`config.mk`:
```
export PLATFORM = sky130hd
export DESIGN_NAME = const_div_series
export DESIGN_NICKNAME = d
export VERILOG_FILES = /design/src/rtl/cdiv_pkg.sv /design/src/rtl/cdiv_entry.sv /design/src/rtl/cdiv_series_stage.sv /design/src/rtl/cdiv_fixup.sv /design/src/rtl/const_div_series.sv
export SDC_FILE = /design/constraint.sdc
export NUM_CORES = 1
export LEC_CHECK = 0
export ABC_AREA = 1
export BUFFER_PORTS_ARGS = -buffer_cell sky130_fd_sc_hd__buf_2
export CAP_MARGIN = 20
export CORE_MARGIN = 2
export CORE_UTILIZATION = 41
export DETAILED_ROUTE_END_ITERATION = 8
export SYNTH_ARGS = -nofsm -noshare
export SYNTH_HDL_FRONTEND = slang
export SYNTH_SLANG_ARGS = --single-unit
```
`constraint.sdc`:
```
create_clock -name clk -period 5.61 [get_ports clk]
set_input_delay 1.4025 -clock clk [delete_from_list [all_inputs] [get_ports clk]]
set_output_delay 1.4025 -clock clk [all_outputs]
set_load 0.02 [all_outputs]
```
`src/rtl/cdiv_pkg.sv`:
```
package cdiv_pkg;

    // Outcome of the final remainder check.
    typedef enum logic [1:0] {
        FIX_KEEP  = 2'd0,
        FIX_RAISE = 2'd1,
        FIX_LOWER = 2'd2
    } fix_e;

    // Number of (1 + 2^-(n*2^i)) factors needed so that the series error
    // stays below one half of a quotient unit for a width-bit dividend.
    function automatic int series_depth(input int width, input int n);
        int k;
        k = 1;
        while ((n << k) < width + 1) begin
            k++;
        end
        return k;
    endfunction

endpackage

```
`src/rtl/cdiv_entry.sv`:
```
module cdiv_entry #(
    parameter int W  = 16,
    parameter int N  = 6,
    parameter int M  = 9,
    parameter int G  = 3,
    parameter int AW = 24
) (
    input  logic          clk,
    input  logic          rst_n,
    input  logic          v_i,
    input  logic [W-1:0]  z_i,
    output logic          v_o,
    output logic [W-1:0]  z_o,
    output logic [AW-1:0] acc_o
);

    logic [AW-1:0] prod_w;
    logic [AW-1:0] scaled_w;
    logic [AW-1:0] step_w;

    always_comb begin
        prod_w   = AW'(z_i) * AW'(M);
        scaled_w = prod_w << G;
        step_w   = scaled_w + (scaled_w >> N);
    end

    always_ff @(posedge clk or negedge rst_n) begin
        if (!rst_n) begin
            v_o <= 1'b0;
        end else begin
            v_o <= v_i;
        end
    end

    always_ff @(posedge clk) begin
        z_o   <= z_i;
        acc_o <= step_w;
    end


    entry_carry_chk: assert property (@(posedge clk) disable iff (!rst_n)
        v_i |=> (v_o && z_o == $past(z_i)));


    entry_bubble_chk: assert property (@(posedge clk) disable iff (!rst_n)
        !v_i |=> !v_o);

endmodule

```
`src/rtl/cdiv_series_stage.sv`:
```
module cdiv_series_stage #(
    parameter int W  = 16,
    parameter int AW = 24,
    parameter int SH = 12
) (
    input  logic          clk,
    input  logic          rst_n,
    input  logic          v_i,
    input  logic [W-1:0]  z_i,
    input  logic [AW-1:0] acc_i,
    output logic          v_o,
    output logic [W-1:0]  z_o,
    output logic [AW-1:0] acc_o
);

    logic [AW-1:0] grown_w;

    always_comb begin
        grown_w = acc_i + (acc_i >> SH);
    end

    always_ff @(posedge clk or negedge rst_n) begin
        if (!rst_n) begin
            v_o <= 1'b0;
        end else begin
            v_o <= v_i;
        end
    end

    always_ff @(posedge clk) begin
        z_o   <= z_i;
        acc_o <= grown_w;
    end


    stage_valid_chk: assert property (@(posedge clk) disable iff (!rst_n)
        v_i |=> v_o);


    stage_bubble_chk: assert property (@(posedge clk) disable iff (!rst_n)
        !v_i |=> !v_o);


    stage_monotone_chk: assert property (@(posedge clk) disable iff (!rst_n)
        v_i |=> (acc_o >= $past(acc_i)));

endmodule

```
`src/rtl/cdiv_fixup.sv`:
```
module cdiv_fixup
    import cdiv_pkg::*;
#(
    parameter int W  = 16,
    parameter int D  = 7,
    parameter int N  = 6,
    parameter int G  = 3,
    parameter int AW = 24
) (
    input  logic          clk,
    input  logic          rst_n,
    input  logic          v_i,
    input  logic [W-1:0]  z_i,
    input  logic [AW-1:0] acc_i,
    output logic          v_o,
    output logic [W-1:0]  q_o
);

    localparam int QW = AW - G - N;
    localparam int DW = $clog2(D + 1);
    localparam int RW = QW + DW + 2;
    localparam logic signed [RW-1:0] D_S = RW'(D);

    logic [QW-1:0]        q_raw;
    logic [RW-1:0]        back_w;
    logic signed [RW-1:0] rem_s;
    fix_e                 sel;
    logic [QW-1:0]        q_adj;
    logic [W-1:0]         z_q;

    always_comb begin
        q_raw  = QW'(acc_i >> (G + N));
        back_w = RW'(q_raw) * RW'(D);
        rem_s  = $signed(RW'(z_i)) - $signed(back_w);
        if (rem_s < 0) begin
            sel = FIX_LOWER;
        end else if (rem_s >= D_S) begin
            sel = FIX_RAISE;
        end else begin
            sel = FIX_KEEP;
        end
    end

    always_comb begin
        unique case (sel)
            FIX_KEEP:  q_adj = q_raw;
            FIX_RAISE: q_adj = q_raw + QW'(1);
            FIX_LOWER: q_adj = q_raw - QW'(1);
            default:   q_adj = q_raw;
        endcase
    end

    always_ff @(posedge clk or negedge rst_n) begin
        if (!rst_n) begin
            v_o <= 1'b0;
        end else begin
            v_o <= v_i;
        end
    end

    always_ff @(posedge clk) begin
        q_o <= W'(q_adj);
        z_q <= z_i;
    end


    quot_range_chk: assert property (@(posedge clk) disable iff (!rst_n)
        v_o |-> ((RW'(q_o) * RW'(D) <= RW'(z_q)) &&
                 (RW'(z_q) - RW'(q_o) * RW'(D) < RW'(D))));


    estimate_low_chk: assert property (@(posedge clk) disable iff (!rst_n)
        v_i |-> (sel != FIX_LOWER));


    fix_valid_chk: assert property (@(posedge clk) disable iff (!rst_n)
        v_i |=> v_o);


    fix_bubble_chk: assert property (@(posedge clk) disable iff (!rst_n)
        !v_i |=> !v_o);

endmodule

```
`src/rtl/const_div_series.sv`:
```
module const_div_series
    import cdiv_pkg::*;
#(
    parameter int W = 16,
    parameter int D = 7,
    parameter int N = 6,
    parameter int G = 3
) (
    input  logic         clk,
    input  logic         rst_n,
    input  logic         in_valid,
    input  logic [W-1:0] in_dividend,
    output logic         out_valid,
    output logic [W-1:0] out_quotient
);

    localparam int M  = ((2 ** N) - 1) / D;
    localparam int K  = series_depth(W, N);
    localparam int MW = $clog2(M + 1);
    localparam int AW = W + MW + G + 1;

    logic          v_s   [K];
    logic [W-1:0]  z_s   [K];
    logic [AW-1:0] acc_s [K];

    cdiv_entry #(
        .W (W),
        .N (N),
        .M (M),
        .G (G),
        .AW(AW)
    ) u_entry (
        .clk  (clk),
        .rst_n(rst_n),
        .v_i  (in_valid),
        .z_i  (in_dividend),
        .v_o  (v_s[0]),
        .z_o  (z_s[0]),
        .acc_o(acc_s[0])
    );

    for (genvar i = 1; i < K; i++) begin : g_series
        cdiv_series_stage #(
            .W (W),
            .AW(AW),
            .SH(N << i)
        ) u_stage (
            .clk  (clk),
            .rst_n(rst_n),
            .v_i  (v_s[i-1]),
            .z_i  (z_s[i-1]),
            .acc_i(acc_s[i-1]),
            .v_o  (v_s[i]),
            .z_o  (z_s[i]),
            .acc_o(acc_s[i])
        );
    end

    cdiv_fixup #(
        .W (W),
        .D (D),
        .N (N),
        .G (G),
        .AW(AW)
    ) u_fixup (
        .clk  (clk),
        .rst_n(rst_n),
        .v_i  (v_s[K-1]),
        .z_i  (z_s[K-1]),
        .acc_i(acc_s[K-1]),
        .v_o  (out_valid),
        .q_o  (out_quotient)
    );

endmodule

```
Word level (Yosys, flattened, before mapping)
Cells that the tools add are included.

Register bits: 98. Input port bits: 19. Output and inout port bits: 17. Logic and storage cells: 22.

Add/sub/neg operators: 5. Multipliers: 2. Order comparisons: 2. Equal/unequal tests: 2. Mux-type cells: 3.

Operators by type and width (count): $pmux 15 s2 (1); $add 23x17->24 (1); $add 24x12->24 (1); $mul 16x4->20 const B (1); $ge 19x4->1 const B (1); $lt 19x1->1 const B (1); $sub 16x18->19 (1); $mul 15x3->18 const B (1); $add 15x1->15 const B (1); $sub 15x1->15 const B (1); $eq 2x1->1 const B (1); $eq 2x2->1 const B (1); $mux 2 (1); $mux 1 (1).

Logic depth before layout (Yosys ltp)
Depth in word-level cells: 7. Depth in mapped cells: 26. Gate-level depth less buffers: 26.

Cells and area by module
From an unflattened synthesis, not the netlist that was laid out.

Cell total of the unflattened synthesis: 1177. Area, all modules: 8349.3 um^2.

By module, submodules not included: cdiv_fixup (times used 1, cells each 579, area an instance 3652.3 um^2, seq. area each 325.3 um^2); cdiv_entry (times used 1, cells each 315, area an instance 2621.3 um^2, seq. area each 825.8 um^2); cdiv_series_stage (times used 1, cells each 283, area an instance 2075.7 um^2, seq. area each 825.8 um^2).

Least setup slack after synthesis
No wires, ideal clock.

Path type: reg2reg. Start point: register g_series[1].u_stage.acc_o[10]. End point: register u_fixup.q_o[10]. Library setup time: 0.058 ns. Arrival: 4.289 ns. Required time: 5.552 ns. Setup slack: 1.263 ns. Cell stages (with the launch flop): 23. Path buffers: 0. Period minus slack after synthesis: 4.347 ns. Cell sequence: dfxtp_1 > inv_1 > fa_1 > inv_1 > fa_1 > inv_1 > ha_1 > nand2_1 > nand2_1 > nand2_1 > nand2_1 > nand2_1 > nand3_1 > a21oi_2 > ha_1 > a21oi_1 > o21ai_0 > a21oi_1 > o21ai_0 > a21oi_1 > xnor2_1 > nand2_1 > nand2_1.

Word-level cells in the longest chain between the ends: 7. Elaborated cells between the ends (all ways): 11. Those cells by class: add/sub: 3; mul: 1; order compare: 2; eq/ne: 2; mux: 3.

Ends and longest elaborated chain: start: declaration (line cdiv_series_stage.sv:13) `output logic [AW-1:0] acc_o`; start signal: assignment (line cdiv_series_stage.sv:32) `acc_o <= grown_w;`; $mul 15x3->18 (line cdiv_fixup.sv:33) `back_w = RW'(q_raw) * RW'(D);`; $sub 16x18->19 (line cdiv_fixup.sv:34) `rem_s = $signed(RW'(z_i)) - $signed(back_w);`; $ge 19x4->1 (line cdiv_fixup.sv:37) `end else if (rem_s >= D_S) begin`; $mux 1 (line cdiv_fixup.sv:37); $mux 2 (line cdiv_fixup.sv:35) `if (rem_s < 0) begin`; $eq 2x2->1 or $eq 2x1->1 (tied branches) (line cdiv_fixup.sv:45) `unique case (sel)`; $pmux 15 s2 (*) (line cdiv_fixup.sv:45); named net u_fixup.q_adj[10] (line cdiv_fixup.sv:28) `logic [QW-1:0] q_adj;`; end signal: assignment (line cdiv_fixup.sv:62) `q_o <= W'(q_adj);`; end: declaration (line cdiv_fixup.sv:16) `output logic [W-1:0] q_o`.

The timed path passes the listed nets; every way through them passes the cells marked *.

Final worst setup path
Start point: register g_series[1].u_stage.acc_o[11]. End point: register u_fixup.q_o[10].

The elaborated chain is that of the path after synthesis.

==> run summary <==
Status = complete, no violations
Max-Slew Margin vs Limit = 61.1%
Yosys reg bits = 89
Root buf cell = clkbuf_16
# DRC = 0
Slew Viols, Final = 0
CTS H-Tree Depth = 3
Layout Nets = 1162
TritonCTS buffer count = 9
Wire per inst = 13.1 um
Most used cell, CP = nand2_1
Yosys cell types = 42
# diodes = 0
CTS sink cnt = 89
Area grow syn2layout = 10.4%
Max cap viols = 0
Multi-input logic area = 0.00470 mm2
Reg2Reg Depth = 22
Critical path required time = 5.90 ns
Clock slew at reported path FFs = 0.06 ns
Unrepaired setup endpoints after global routing = false
Hold_buf cts = 0
Setup crit end kind = flop
Setup ws final = 0.897 ns
Met2 global-route usage = 32.8%
Yosys warns = 0
Vias per inst = 4.85
Mapped Avg Cell Area = 7.31 um2
Final Critical Period = 4.71 ns
Worst Setup Start Kind = flop
Routability congestion estimate = 0.909
IO Port Bufs = 34
Die area = 0.0186 mm2
Part of the Yosys area used for sequential elements = 25.1%
Top delay family on crit path = adder cells
Fin Hold WS = 0.326 ns
Die W = 136 um
Die Y-Extent = 136 um
Setup bufs post-CTS = 0
Crit path kind = reg -> reg
Layout cells sized above 1 = 8.62%
Core area = 0.0172 mm2
Vias in the first global route = 5806
Initial Util = 41.8%
Largest net degree at the start of global routing = 16
Levels on crit path = 22
Worst slack, placed = 0.690 ns
Setup_tns = 0 ns
Drt total wl = 16500 um
M1 GR Usage = 23.9%
Busiest grt layer = met2
Grt total ovfl = 0
Largest stage delay, worst path = 0.56 ns
Met3 global-route usage = 2.46%
TritonCTS clock tree = built
Max Freq = 0.212 GHz
Clk_lat worst skew = 0.35 ns
CP Buf/Inv Count = 4
Max FO, Critical Path = 10
Worst min path class = reg -> reg
Worst-Margin Slew = 0.583 ns
Max Root-Sink Buffers = 2
CTS resizes = 0
DRT Pass-1 Iters = 4
Skew final = 0.00944 ns
Final setup violation count = 0
I/O pin cnt = 36
FP Rows = 48
Hold depth = 0
Cells after synthesis = 981
Tot GR Track Use = 19.0%
CP max stage cell = fa_1
Register area = 0.00180 mm2
Final worst-path cycle share = 84.0%
Crit-path cells = inv_1, fa_1, inv_1, fa_1, inv_1, ha_1, nand2_1, inv_1, nand2_1, nand2_1, nand2_1, nand3_1, a21oi_2, ha_1, a21oi_1, o21ai_0, a21oi_1, o21ai_0, a21oi_1, xnor2_1, nand2_1, nand2_1
Initial antenna violation count = 0
Post-Synthesis Cell Area = 0.00717 mm2
Vias = 6092
Hold Vio Cnt, Final = 0
Drt initial violations = 371
ANT nets after route = 0
First-pass GRT wire length = 27400 um
Fill count = 1762
Arrival time at the worst endpoint = 5.00 ns
DPL Wire Length = 14100 um
## per-layer routing
layer | vias up | routed length [um]
li1 | 3224 | -
met1 | 2745 | 7780
met2 | 96 | 7960
met3 | 27 | 388
met4 | 0 | 398
met5 | - | 0
## logic make-up (layout without fill, tap and decap cells)
group	Yosys count	in the layout	share of synthesized area, %
AND/OR/NAND/NOR	443	443	27.6
adder cells (fa/ha/maj)	116	116	23.5
other	1	2	0.0523
flip-flops	89	89	25.1
buffers and inverters	176	226	9.53
AO/OA/AOI/OAI	106	106	8.22
XOR/XNOR	50	50	6.11
## sequential cells by signal, indices dropped and copies added (netlist names)
signal,cells
u_fixup.q_o,15
u_fixup.v_o,1
u_entry.z_o,16
u_entry.v_o,1
g_series.u_stage.z_o,16
g_series.u_stage.v_o,1
u_entry.acc_o,24
g_series.u_stage.acc_o,15
## worst register-to-register path, stage by stage, from the launching register on
cell and delay (ns):
dfxtp_1 0.40, inv_1 0.17, fa_1 0.56, inv_1 0.05
fa_1 0.49, inv_1 0.04, ha_1 0.34, nand2_1 0.12
inv_1 0.04, nand2_1 0.10, nand2_1 0.06, nand2_1 0.08
nand3_1 0.16, a21oi_2 0.45, ha_1 0.39, a21oi_1 0.21
o21ai_0 0.09, a21oi_1 0.27, o21ai_0 0.18, a21oi_1 0.19
xnor2_1 0.13, nand2_1 0.06, nand2_1 0.05
## metrics by stage
stage,instances,cell area [um2],utilization (%)
global placement,1241,7620,44.4
global route,1257,7920,46.1
detailed placement,1241,7620,44.4
floorplan,982,7180,-
finish,1257,7920,46.1
CTS,1257,7920,46.1
## synth_stat cells, drive strengths merged
master	count	area, um2
a21boi	3	22.5
a21o	4	30.0
a21oi	63	319
a31oi	1	6.26
and2	2	12.5
buf	4	37.5
clkinv	1	3.75
conb	1	3.75
dfrtp	3	75.1
dfxtp	86	1720
fa	31	621
ha	85	1060
inv	171	642
nand2	252	1010
nand2b	1	6.26
nand3	72	370
nand3b	8	60.1
nand4	20	140
nor2	76	305
nor3	6	30.0
nor4	4	31.3
o2111ai	1	8.76
o21a	4	30.0
o21ai	22	110
o21bai	4	30.0
o221ai	3	26.3
o22ai	1	6.26
or2	2	12.5
xnor2	15	131
xor2	35	307
## worst paths after layout
path	startpoint	endpoint	slack [ns]
worst max-delay path	g_series[1].u_stage.acc_o[11]	u_fixup.q_o[10]	0.90
worst min-delay path	u_entry.z_o[8]	g_series[1].u_stage.z_o[8]	0.33
worst max register to register	g_series[1].u_stage.acc_o[11]	u_fixup.q_o[10]	0.90
worst min register to register	u_entry.z_o[8]	g_series[1].u_stage.z_o[8]	0.33
max in group asynchronous	rst_n	u_entry.v_o	4.66
min in group asynchronous	rst_n	u_fixup.v_o	0.84
## area by class of cell
| cell class | instances | area share, % |
|---|---|---|
| sequential | 89 | 22.7 |
| clock inverter | 6 | 0.853 |
| clock buffer | 10 | 2.89 |
| timing repair buffer | 38 | 2.53 |
| tap | 225 | 3.56 |
| inverter | 172 | 8.16 |
| multi-input combinational | 717 | 59.3 |
## cells in the final DEF, fill, tap and decap left out, types with 2 or more instances in the layout
cell | Yosys | layout
fa_1 | 31 | 31
nand4_1 | 19 | 19
nand2_4 | 5 | 5
nand2_1 | 237 | 237
nand2_2 | 10 | 10
nor2_2 | 8 | 8
xnor2_1 | 15 | 15
clkbuf_16 | 0 | 9
nand3_1 | 70 | 70
ha_1 | 85 | 85
o21ai_0 | 21 | 21
o21bai_1 | 4 | 4
inv_1 | 164 | 164
a21oi_1 | 62 | 62
inv_2 | 7 | 7
dfxtp_1 | 86 | 86
conb_1 | 1 | 2
buf_4 | 2 | 4
clkinvlp_4 | 0 | 2
nand3_2 | 2 | 2
nor4_1 | 3 | 3
o21a_1 | 4 | 4
o221ai_1 | 3 | 3
nand3b_1 | 8 | 8
nor3_1 | 6 | 6
xor2_1 | 35 | 35
and2_1 | 2 | 2
dfrtp_1 | 3 | 3
nor2_1 | 68 | 68
a21o_1 | 4 | 4
buf_2 | 0 | 34
a21boi_0 | 2 | 2
Power is not shown: default switching activity piles up to over one toggle a cycle in this logic, so the estimate is an artifact.
